$ cat src/rtl/intc_pkg.sv
package intc_pkg;

  typedef enum logic [1:0] {
    HS_IDLE = 2'd0,
    HS_REQ  = 2'd1,
    HS_WAIT = 2'd2
  } hs_state_t;

endpackage

$ cat src/rtl/intc_select.sv
// Fixed-priority pick among the maskable lines; a pending NMI overrides.
module intc_select #(
  parameter int N_IRQ = 8,
  parameter int VW    = 4,
  parameter int LW    = 4
) (
  input  logic [N_IRQ-1:0] irq,
  input  logic             nmi_pend,
  output logic             sel_any,
  output logic             sel_nmi,
  output logic [VW-1:0]    sel_vec,
  output logic [LW-1:0]    sel_lvl
);

  always_comb begin
    sel_any = 1'b0;
    sel_vec = '0;
    sel_lvl = '0;
    // Walk from least to most urgent so the lowest index is left last.
    for (int i = N_IRQ - 1; i >= 0; i--) begin
      if (irq[i]) begin
        sel_any = 1'b1;
        sel_vec = VW'(i + 1);
        sel_lvl = LW'(N_IRQ - i);
      end
    end
    sel_nmi = nmi_pend;
    if (nmi_pend) begin
      sel_any = 1'b1;
      sel_vec = '0;
      sel_lvl = LW'(N_IRQ + 1);
    end
  end

endmodule

$ cat src/rtl/intc_lvl_stack.sv
// LIFO of in-service levels. Top level reads 0 when empty.
module intc_lvl_stack #(
  parameter int D  = 4,
  parameter int LW = 4,
  localparam int CW = $clog2(D + 1),
  localparam int AW = $clog2(D)
) (
  input  logic          clk,
  input  logic          rst_n,
  input  logic          push,
  input  logic          pop,
  input  logic [LW-1:0] push_lvl,
  output logic [LW-1:0] top_lvl,
  output logic [CW-1:0] depth,
  output logic          full
);

  logic [LW-1:0] ent_q [D];
  logic [CW-1:0] dep_q, dep_d, wr_idx;
  logic          pop_eff, push_eff, empty;

  assign empty    = (dep_q == '0);
  assign full     = (dep_q == CW'(D));
  assign pop_eff  = pop & ~empty;
  assign push_eff = push & (~full | pop_eff);

  always_comb begin
    wr_idx = dep_q - CW'(pop_eff);
    dep_d  = dep_q + CW'(push_eff) - CW'(pop_eff);
  end

  always_ff @(posedge clk or negedge rst_n) begin
    if (!rst_n) dep_q <= '0;
    else        dep_q <= dep_d;
  end

  for (genvar k = 0; k < D; k++) begin : g_ent
    logic we;
    assign we = push_eff && (wr_idx == CW'(k));
    always_ff @(posedge clk or negedge rst_n) begin
      if (!rst_n)  ent_q[k] <= '0;
      else if (we) ent_q[k] <= push_lvl;
    end
  end

  assign top_lvl = empty ? '0 : ent_q[AW'(dep_q - CW'(1))];
  assign depth   = dep_q;

endmodule

$ cat src/rtl/intc_handshake.sv
// Request / acknowledge / identifier handshake with timeout.
module intc_handshake
  import intc_pkg::*;
#(
  parameter int VW  = 4,
  parameter int LW  = 4,
  parameter int TMO = 16,
  localparam int TW = $clog2(TMO)
) (
  input  logic          clk,
  input  logic          rst_n,
  input  logic          grant,
  input  logic [VW-1:0] sel_vec,
  input  logic [LW-1:0] sel_lvl,
  input  logic          sel_nmi,
  input  logic          cpu_ack,
  input  logic          vec_stb,
  output logic          cpu_req,
  output logic [VW-1:0] vec_out,
  output logic          vec_valid,
  output logic          bus_err,
  output logic          push,
  output logic [LW-1:0] push_lvl,
  output logic          nmi_done
);

  hs_state_t     st_q, st_d;
  logic [VW-1:0] vec_q;
  logic [LW-1:0] lvl_q;
  logic          nmi_q;
  logic [TW-1:0] cnt_q, cnt_d;
  logic          cnt_en, lat_en;
  logic          valid_q, valid_d, err_q, err_d;

  always_comb begin
    st_d    = st_q;
    lat_en  = 1'b0;
    cnt_en  = 1'b0;
    cnt_d   = cnt_q;
    valid_d = 1'b0;
    err_d   = 1'b0;
    push    = 1'b0;
    case (st_q)
      HS_IDLE: begin
        if (grant) begin
          st_d   = HS_REQ;
          lat_en = 1'b1;
        end
      end
      HS_REQ: begin
        if (cpu_ack) begin
          st_d   = HS_WAIT;
          cnt_en = 1'b1;
          cnt_d  = '0;
        end
      end
      HS_WAIT: begin
        if (vec_stb) begin
          st_d    = HS_IDLE;
          push    = 1'b1;
          valid_d = 1'b1;
        end else if (cnt_q == TW'(TMO - 1)) begin
          st_d  = HS_IDLE;
          err_d = 1'b1;
        end else begin
          cnt_en = 1'b1;
          cnt_d  = cnt_q + 1'b1;
        end
      end
      default: st_d = HS_IDLE;
    endcase
  end

  always_ff @(posedge clk or negedge rst_n) begin
    if (!rst_n) begin
      st_q    <= HS_IDLE;
      vec_q   <= '0;
      lvl_q   <= '0;
      nmi_q   <= 1'b0;
      cnt_q   <= '0;
      valid_q <= 1'b0;
      err_q   <= 1'b0;
    end else begin
      st_q    <= st_d;
      valid_q <= valid_d;
      err_q   <= err_d;
      if (lat_en) begin
        vec_q <= sel_vec;
        lvl_q <= sel_lvl;
        nmi_q <= sel_nmi;
      end
      if (cnt_en) cnt_q <= cnt_d;
    end
  end

  assign cpu_req   = (st_q == HS_REQ);
  assign vec_out   = vec_q;
  assign vec_valid = valid_q;
  assign bus_err   = err_q;
  assign push_lvl  = lvl_q;
  assign nmi_done  = push & nmi_q;

endmodule

$ cat src/rtl/prio_vec_intc.sv
module prio_vec_intc #(
  parameter int N_IRQ     = 8,
  parameter int STK_DEPTH = 4,
  parameter int ACK_TMO   = 16,
  localparam int VW = $clog2(N_IRQ + 1),
  localparam int LW = $clog2(N_IRQ + 2),
  localparam int CW = $clog2(STK_DEPTH + 1)
) (
  input  logic             clk,
  input  logic             rst_n,
  input  logic [N_IRQ-1:0] irq_in,
  input  logic             nmi_in,
  input  logic             eoi,
  input  logic             cpu_ack,
  input  logic             vec_stb,
  output logic             cpu_req,
  output logic [VW-1:0]    vec_out,
  output logic             vec_valid,
  output logic             bus_err
);

  // Reset: asserted asynchronously, released after two clocks.
  logic [1:0] rs_q;
  logic       srst_n;
  always_ff @(posedge clk or negedge rst_n) begin
    if (!rst_n) rs_q <= '0;
    else        rs_q <= {rs_q[0], 1'b1};
  end
  assign srst_n = rs_q[1];

  // Non-maskable edge capture.
  logic nmi_seen_q, nmi_pend_q, nmi_pend_d, nmi_done;
  always_comb nmi_pend_d = (nmi_pend_q & ~nmi_done) | (nmi_in & ~nmi_seen_q);
  always_ff @(posedge clk or negedge srst_n) begin
    if (!srst_n) begin
      nmi_seen_q <= 1'b0;
      nmi_pend_q <= 1'b0;
    end else begin
      nmi_seen_q <= nmi_in;
      nmi_pend_q <= nmi_pend_d;
    end
  end

  logic          sel_any, sel_nmi;
  logic [VW-1:0] sel_vec;
  logic [LW-1:0] sel_lvl, top_lvl, push_lvl;
  logic [CW-1:0] stk_depth;
  logic          stk_full, push, grant;

  intc_select #(.N_IRQ(N_IRQ), .VW(VW), .LW(LW)) u_sel (
    .irq      (irq_in),
    .nmi_pend (nmi_pend_q),
    .sel_any  (sel_any),
    .sel_nmi  (sel_nmi),
    .sel_vec  (sel_vec),
    .sel_lvl  (sel_lvl)
  );

  // Arbitration first, then the compare against the in-service level.
  assign grant = sel_any & (sel_nmi | (sel_lvl > top_lvl)) & ~stk_full;

  intc_lvl_stack #(.D(STK_DEPTH), .LW(LW)) u_stk (
    .clk      (clk),
    .rst_n    (srst_n),
    .push     (push),
    .pop      (eoi),
    .push_lvl (push_lvl),
    .top_lvl  (top_lvl),
    .depth    (stk_depth),
    .full     (stk_full)
  );

  intc_handshake #(.VW(VW), .LW(LW), .TMO(ACK_TMO)) u_hs (
    .clk       (clk),
    .rst_n     (srst_n),
    .grant     (grant),
    .sel_vec   (sel_vec),
    .sel_lvl   (sel_lvl),
    .sel_nmi   (sel_nmi),
    .cpu_ack   (cpu_ack),
    .vec_stb   (vec_stb),
    .cpu_req   (cpu_req),
    .vec_out   (vec_out),
    .vec_valid (vec_valid),
    .bus_err   (bus_err),
    .push      (push),
    .push_lvl  (push_lvl),
    .nmi_done  (nmi_done)
  );

endmodule

$ cat config.mk
export PLATFORM = sky130hd
export DESIGN_NAME = prio_vec_intc
export DESIGN_NICKNAME = d
export VERILOG_FILES = /design/src/rtl/intc_pkg.sv /design/src/rtl/intc_select.sv /design/src/rtl/intc_lvl_stack.sv /design/src/rtl/intc_handshake.sv /design/src/rtl/prio_vec_intc.sv
export SDC_FILE = /design/constraint.sdc
export NUM_CORES = 1
export LEC_CHECK = 0
export BUFFER_PORTS_ARGS = -buffer_cell sky130_fd_sc_hd__buf_4
export CORE_UTILIZATION = 55
export CTS_BUF_LIST = sky130_fd_sc_hd__clkbuf_8 sky130_fd_sc_hd__clkbuf_16
export DETAILED_ROUTE_END_ITERATION = 8
export PLACE_DENSITY = 0.77
export SETUP_SLACK_MARGIN = 0.1
export SYNTH_ARGS = -nofsm -noshare
export SYNTH_HDL_FRONTEND = slang
export SYNTH_SLANG_ARGS = --single-unit
$ cat constraint.sdc
create_clock -name clk -period 1.6 [get_ports clk]
set_clock_uncertainty 0.1 [all_clocks]
set_input_delay 0.24 -clock clk [delete_from_list [all_inputs] [get_ports clk]]
set_output_delay 0.24 -clock clk [all_outputs]
set_load 0.05 [all_outputs]
Word-level counts from Yosys, hierarchy flattened --
Index checks and enable logic that the tools add are counted.
Word-level totals: input port bits 14, flip-flop bits (word level) 40
Cells by class: mux-type cells 51, order comparisons 2, reduce and logical (&&, ||, !) cells 10, equality and inequality tests 12, add/sub/neg operators 5, bitwise gates (word level) 15
Operator list (number):
- two-way mux 4 bit | 17
- two-way mux 1 bit | 20
- two-way mux 2 bit | 6
- two-way mux 3 bit | 4
- binary-select mux 4 bit (select 2 bit) | 1
- inequality test 2 bit, second input constant | 4
- one-hot mux 4 bit (2 select lines) | 1
- bitwise AND 1 bit | 7
- equality test 3 x 2 -> 1 bit, second input constant | 2
- logical NOT 3 bit | 2
- one-hot mux 2 bit (3 select lines) | 1
- subtractor 3 x 1 -> 3 bit | 2
- AND reduction 5 bit | 1
- adder 4 x 1 -> 4 bit, second input constant | 1
- equality test 4 bit, second input constant | 1
- > comparator 4 bit | 1
- logical AND 1 bit | 4
- inverter 1 bit | 4
- adder 3 x 1 -> 3 bit | 1
- equality test 3 x 1 -> 1 bit, second input constant | 1
- equality test 3 bit, second input constant | 1
- >= comparator 3 bit, second input constant | 1
- inequality test 3 x 2 -> 1 bit, second input constant | 1
- inverter 2 -> 3 bit | 1
- 8 further kinds | 10

Longest topological paths before layout --
Gate-level depths: netlist of run 1.
word-level depth 15, gate-level depth with buffers 12

By module --
A second synthesis of run 1 with hierarchy kept.
Unflattened totals: cell total of the unflattened synthesis 191, area, all modules 2253.4 µm²
By module, submodules not included:
- intc_lvl_stack | area an instance 1001.0 µm², cells an instance 72, instances 1
- intc_handshake | area an instance 880.8 µm², cells an instance 73, instances 1
- prio_vec_intc | area an instance 226.5 µm², cells an instance 23, instances 1
- intc_select | area an instance 145.1 µm², cells an instance 23, instances 1

Worst setup path after synthesis of run 1 --
Ideal clock, no wire load.
path type reg-to-reg, start register u_stk.dep_q[0], in the netlist u_stk.depth[0], end register u_hs.nmi_q, slack -1258 ps, required time 1375 ps, arrival time 2633 ps, stages on the path, launching flop included 12, clock period less this slack 2858 ps, cell sequence dfrtp_1 > clkbuf_1 > inv_1 > ha_1 > mux4_2 > and2_1 > ha_1 > nand2_1 > o31ai_1 > a21oi_4 > nand3_4 > mux2_2
Between the ends: word-level cells in the longest chain between the ends 12, elaborated cells between the ends (all ways) 15, those cells by class add/sub: 1; order compare: 1; eq/ne: 1; mux: 6; bitwise: 5; reduce/logical: 1
Ends and longest elaborated chain:
- start: declaration | line intc_lvl_stack.sv:19 | logic [CW-1:0] dep_q, dep_d, wr_idx;
- start signal: assignment | line intc_lvl_stack.sv:34 | else dep_q <= dep_d;
- subtractor 2 x 1 -> 2 bit | line intc_lvl_stack.sv:46 | assign top_lvl = empty ? '0 : ent_q[AW'(dep_q - CW'(1))];
- inverter 2 -> 3 bit (not written as such) | line intc_lvl_stack.sv:46
- binary-select mux 4 bit (select 2 bit) | line intc_lvl_stack.sv:46
- two-way mux 4 bit (not written as such) (2 in series) | line intc_lvl_stack.sv:46
- two-way mux 4 bit | line intc_lvl_stack.sv:46
- > comparator 4 bit | line prio_vec_intc.sv:60 | assign grant = sel_any & (sel_nmi | (sel_lvl > top_lvl)) & ~stk_full;
- bitwise OR 1 bit | line prio_vec_intc.sv:60
- bitwise AND 1 bit | line prio_vec_intc.sv:60
- bitwise AND 1 bit (*) | line prio_vec_intc.sv:60
- two-way mux 1 bit (*) | line intc_handshake.sv:45 | if (grant) begin
- two-way mux 1 bit (*) | line intc_handshake.sv:43 | case (st_q)
- end signal: assignment | line intc_handshake.sv:90 | nmi_q <= sel_nmi;
- end: declaration | line intc_handshake.sv:30 | logic nmi_q;
Every way passes the cells marked *; elsewhere a longest branch is shown, timed or not. The select of a mux whose other input is x is not followed. A chain may end at the register's enable or synchronous reset.

Worst setup path in the final report of run 1 --
Ends and elaborated chain as after synthesis.

==> results.toml, run 1 <==
[placement]
io_buffer_count = 20
dp_hpwl_um = 3558
gp_congestion = 0.8163
dpl_worst_slack_ns = -1.007

[sta]
final.min_clock_period_ns = 2.653
timing.fmax_ghz = 0.3769
setup_viol = 34
fin_crit_sh = 1.658
max_slew_margin = 0.6543
timing.final.max_slew_violations = 0
worst_slew_pin_slew_ns = 0.5139
hold_violations = 0
rsz0062_at_grt = "yes"
setup_slack_ns = -1.053

[critical_path]
endpoint_kind = "flip-flop"
path_buf_inv = 1
cp_top_family = "multiplexers"
path_common_cell = "ha_4"
cp.required_ns = 1.69
critPathMaxStageDelay_ns = 0.43
path_cells = "inv_4 -> ha_4 -> mux4_2 -> and2_4 -> ha_4 -> nand2_4 -> o31ai_4 -> a21oi_4 -> nand3_4 -> mux2_4"
arrival_ns = 2.74
cp_slowest_cell = "dfrtp_2"
critical_path_class = "flip-flop to flip-flop"
critPathMaxFanout = 7
start_kind = "flip-flop"

[die]
initial_core_util = 0.5746
die_h_um = 64.08
dieArea_um2 = 4106
row_count = 22
die_x_um = 64.08
pin_count = 21
core_area_um2 = 3689

[run]
drv_cap = 0

[yosys]
synth_ff_type = "dfrtp_1"
synthArstFlopShare = 1.000
netlist_top_cells_area = "dfrtp_1 (46%), mux2_2 (11%), ha_1 (7.7%)"
seq_area_frac_synth = 0.4604
syn_inst = 182
synth_edf_count = 0
synth_area_leader_cell = "dfrtp_1"
syn-num-nets = 210
synth_top_area_frac = 0.4604
synth_cell_types = 45
ys.warnings.count = 0
syn_area_um2 = 2120
ys_seq_elements = 39
avgSynthCellArea_um2 = 11.65

[routing]
drc = 0
routed_via_density = 6.597
detail-route-antenna-nets = 0
routed_wl_um = 8320
wire_per_inst_um = 26.84
initialDrtViolationCount = 184
drt-pass1-iter-count = 4
via_count = 2045

[final_layout]
antenna_cells = 0
fin_util = 0.9132
drive_above_1_share = 0.6489
area_growth_pct = 58.91
nets = 289

[grt]
grt_max_degree = 38
antenna_found_initial = 0
grt_pass1_wl_um = 11260
grt_pass1_vias = 2137
grt_use_met3 = 0.1107
grtUsageMet2 = 0.6449
busiest_layer = "met2"
gr-total-overflow = 0
grtUsageTotal = 0.3898
met1_usage = 0.4323

[clock_tree]
root_buffer = "clkbuf_8"
clk_pin_slew_ns = 0.09
clk_path_buf_depth = 2
numCtsBuffers = 5
clkLatencyLatePin_ns = 0.31
clock-sinks = 39
cts_tree = "built"
cts-htree-levels = 2

[pwr]
leakage_nw = 1.559
vdd_drop_max_mv = 1.595
p_per_area_nw_per_um2 = 2138

[min_path]
hold_path_class = "input pin to async pin"

[outcome]
outcome = "finished with violations"
failed_checks = "setup timing"
-- routing by layer --
layer / share of wire / vias to the layer above / wire length [um]
met5: 0 / - / 0
met1: 0.34 / 1012 / 2868
met2: 0.50 / 153 / 4158
li1: - / 807 / -
met4: 0.084 / 0 / 702
met3: 0.071 / 73 / 591
-- Yosys cell counts, types with 2 or more instances --
master / n
nor3_4: 2
nor4_1: 2
nand3_1: 3
ha_1: 13
o21bai_1: 2
mux2_2: 21
inv_1: 16
o21ai_0: 8
a21o_1: 2
clkbuf_1: 2
dfrtp_1: 39
mux4_2: 4
o31ai_1: 2
nand2_1: 17
xnor2_1: 2
a21oi_1: 6
a22o_1: 3
nor2_1: 6
a31oi_1: 4
and2_1: 3
-- sequential cells by signal, indices dropped and copies added, names as in the netlist --
register and count:
u_hs.bus_err 1, u_hs.cnt_q 4, u_stk.depth 3, u_hs.vec_out 3, u_hs.st_q 2, nmi_pend_q 1, u_hs.nmi_q 1, u_stk.ent_q 16
u_hs.push_lvl 4, nmi_seen_q 1, rs_q 2, u_hs.vec_valid 1
-- cell families (layout without fill, tap and decap cells) --
kind of cell,count (synthesis),in the layout,share of synthesized area
compound gates,37,37,0.1246
xor+xnor,2,2,0.008266
fa+ha+maj,14,14,0.08619
buf+inv,19,99,0.03542
flops,39,39,0.4605
mux,26,26,0.1588
other cells,1,1,0.001769
simple gates,44,44,0.1246
-- timing repair --
action / in CTS / in global routing
endpoints found under the hold margin: 3 / 0
hold buffers: 2 / 0
pin swaps: 26 / 24
endpoints found under the setup margin: 35 / 35
gates cloned: 0 / 0
resized for setup: 69 / 32
setup buffers: 9 / 9
-- area by class of cell --
type / count / area (um^2)
Multi-Input combinational cell: 124 / 1548
Sequential cell: 39 / 977.2
Timing Repair Buffer: 75 / 631.9
Fill cell: 135 / 320.3
Inverter: 16 / 70.07
Clock buffer: 5 / 68.82
Tap cell: 48 / 60.06
Clock inverter: 3 / 12.51
-- cell usage in the layout, fill, tap and decap left out, types with 3 or more instances in the layout --
cell type | synthesis | layout
nand3_1 | 3 | 3
mux2_4 | 0 | 20
dfrtp_1 | 39 | 38
o21ai_0 | 8 | 5
buf_4 | 1 | 57
nand2_4 | 0 | 6
a22o_1 | 3 | 3
clkbuf_8 | 0 | 5
nand2_1 | 17 | 8
a31oi_4 | 0 | 3
and2_4 | 0 | 3
inv_1 | 16 | 8
nand2_2 | 0 | 3
buf_6 | 0 | 15
mux4_2 | 4 | 4
a21oi_1 | 6 | 3
a21oi_4 | 1 | 3
inv_2 | 0 | 6
nor2_1 | 6 | 4
ha_4 | 0 | 11
inv_4 | 0 | 4
-- where the power goes --
part           leakage [nW]  internal [mW]  switching, mW
sequential            0.494           1.33          0.344
clock                0.0505          0.294          0.375
combinational          1.01           2.44           2.42
total                  1.56           4.06           3.14
-- metrics by stage --
stage	TNS, ns	area, um^2	power, mW	cells	hold slack (ns)
5_1_grt	-26.49	3368	7.396	310	0.1760
2_1_floorplan	-22.78	2251	3.692	182	-0.1556
3_5_place_dp	-26.04	2729	4.667	286	-0.07690
3_3_place_gp	-22.70	2729	4.501	286	-0.07887
4_1_cts	-21.81	3179	6.183	304	0.1450
6_report	-25.39	3368	7.200	310	0.1486
-- worst reg2reg max path, stage by stage, from the launching register on --
cell,delay [ns]
dfrtp_2,0.43
inv_4,0.06
ha_4,0.31
mux4_2,0.29
and2_4,0.18
ha_4,0.27
nand2_4,0.06
o31ai_4,0.24
a21oi_4,0.07
nand3_4,0.19
mux2_4,0.34
-- path summary, 6_finish.rpt --
check                          startpoint              to  slack (ns)  cells after the start
setup / recovery           u_stk.depth[0]      u_hs.nmi_q       -1.05                     10
hold / removal                      rst_n         rs_q[1]        0.15                      2
setup reg to reg           u_stk.depth[0]      u_hs.nmi_q       -1.05                     10
hold reg to reg                   rs_q[1]  u_stk.depth[0]        0.22                      1
max in group asynchronous         rs_q[1]  u_stk.depth[0]        0.83                      1
min in group clk                  vec_stb    u_hs.bus_err        0.22                      3
Note: power is estimated with default switching activity, not from simulation.
==> inputs of run 2 (changes only) <==
clock period = 3.34 ns   (was 1.6 ns; I/O delays follow)
==> results.toml, run 2 (synthesized netlist as in run 1, its figures left out) <==
[critical_path]
worstRegToRegCells = 9
r2r_setup_slack_ns = 0.37
timing.rr.end = "u_hs.push_lvl[3]"
reg2reg_from = "u_stk.depth[0]"
cp.required_ns = 3.41
critPathMaxFanout = 7
start_kind = "flip-flop"
endpoint_kind = "flip-flop"
critical_path_class = "flip-flop to flip-flop"
arrival_ns = 3.04

[routing]
drt-pass1-iter-count = 4
drc = 0
detail-route-antenna-nets = 0
wire_per_inst_um = 15.21
routed_wl_um = 3908
via_count = 1453
initialDrtViolationCount = 54
routed_via_density = 5.654

[grt]
antenna_found_initial = 0
grt_pass1_wl_um = 6879
grtUsageTotal = 0.2223
grt_pass1_vias = 1497
gr-total-overflow = 0
grt_max_degree = 38

[sta]
rsz0062_at_grt = "no"
fin_crit_sh = 0.8884
final.min_clock_period_ns = 2.967
setup_viol = 0
fin_setup_tns_ns = 0
worst_slew_pin_slew_ns = 0.5971
timing.fmax_ghz = 0.3370
max_slew_margin = 0.6016
timing.final.max_slew_violations = 0
hold_violations = 0

[min_path]
hold_path_class = "flip-flop to async pin"

[placement]
dp_hpwl_um = 3009
gp_congestion = 0.8625
placed_area_um2 = 2322
io_buffer_count = 20

[final_layout]
regMostFlops = "u_stk.ent_q"
drive_above_1_share = 0.3158
area_growth_pct = 15.35
nets = 236
final_common_cell = "dfrtp_1"
largest_register_ffs = 16
final_cell_area_um2 = 2445
layout_common_cells = "dfrtp_1 (39), mux2_2 (21), buf_4 (21)"
fin_util = 0.6628
antenna_cells = 0

[die]
initial_core_util = 0.5746
dieArea_um2 = 4106
pin_count = 21
die_x_um = 64.08
core_area_um2 = 3689
die_h_um = 64.08
row_count = 22

[clock_tree]
clock-sinks = 39
cts_resized = 0
numCtsBuffers = 5
root_buffer = "clkbuf_8"
clk_path_buf_depth = 2
clk_pin_slew_ns = 0.08
clkLatencyLatePin_ns = 0.30
cts-htree-levels = 2
cts_tree = "built"

[pwr]
p_per_area_nw_per_um2 = 892.3
vdd_drop_max_mv = 0.4917
leakage_nw = 1.174

[run]
drv_cap = 0

[outcome]
outcome = "finished clean"
run 2: repair_timing:
action,in CTS,in global routing
hold buffers,1,0
setup buffers,0,0
setup endpoints to repair,0,0
endpoints found under the hold margin,2,0
run 2: cell type report:
type,instances,area (um^2)
Multi-Input combinational cell,124,1069
Timing Repair Buffer,22,167.7
Clock buffer,5,68.82
Inverter,16,60.06
Sequential cell,39,975.9
Clock inverter,3,43.79
Fill cell,310,1244
Tap cell,48,60.06
run 2: metrics by stage:
stage                     total power [mW]  setup slack, ns  hold slack, ns  instances
after floorplan                      1.572           0.4824          0.1054        182
after global placement               1.737           0.5120          0.1835        248
after detailed placement             1.800           0.3806          0.1844        248
after CTS                            2.198           0.3540          0.1970        257
after global routing                 2.333           0.1709          0.2220        257
final                                2.182           0.3727          0.1758        257
run 2: per-layer routing:
layer  up-vias  global-route usage  share of wire
met5         -                   0              0
met4         0             0.07670          0.013
met3         5             0.04821          0.029
met2        33              0.3750           0.50
met1       716              0.2813           0.45
li1        699                   -              -
run 2: worst max-delay path, cell delays in order, from the launching register on:
cell and delay (ns):
dfrtp_1 0.50, inv_1 0.10, ha_1 0.40, mux4_2 0.32, nand2_1 0.09, ha_1 0.24, a211oi_1 0.43, a21oi_4 0.15
nand3_4 0.15, mux2_2 0.35
run 2: power breakdown:
part	leakage [nW]	internal [mW]	switching, mW
Clock	0.0581	0.222	0.172
Sequential	0.495	0.635	0.143
Combinational	0.621	0.466	0.543
run 2: worst max-delay path by stage:
stage          cells after the start  slack [ns]                to      startpoint
2_1_floorplan                     11        0.48        u_hs.nmi_q  u_stk.depth[0]
3_3_place_gp                      10        0.51   u_hs.vec_out[0]  u_stk.depth[0]
3_5_place_dp                       9        0.38  u_hs.push_lvl[3]  u_stk.depth[0]
4_1_cts                            9        0.35  u_hs.push_lvl[3]  u_stk.depth[0]
5_1_grt                            9        0.17  u_hs.push_lvl[3]  u_stk.depth[0]
6_report                           9        0.37  u_hs.push_lvl[3]  u_stk.depth[0]
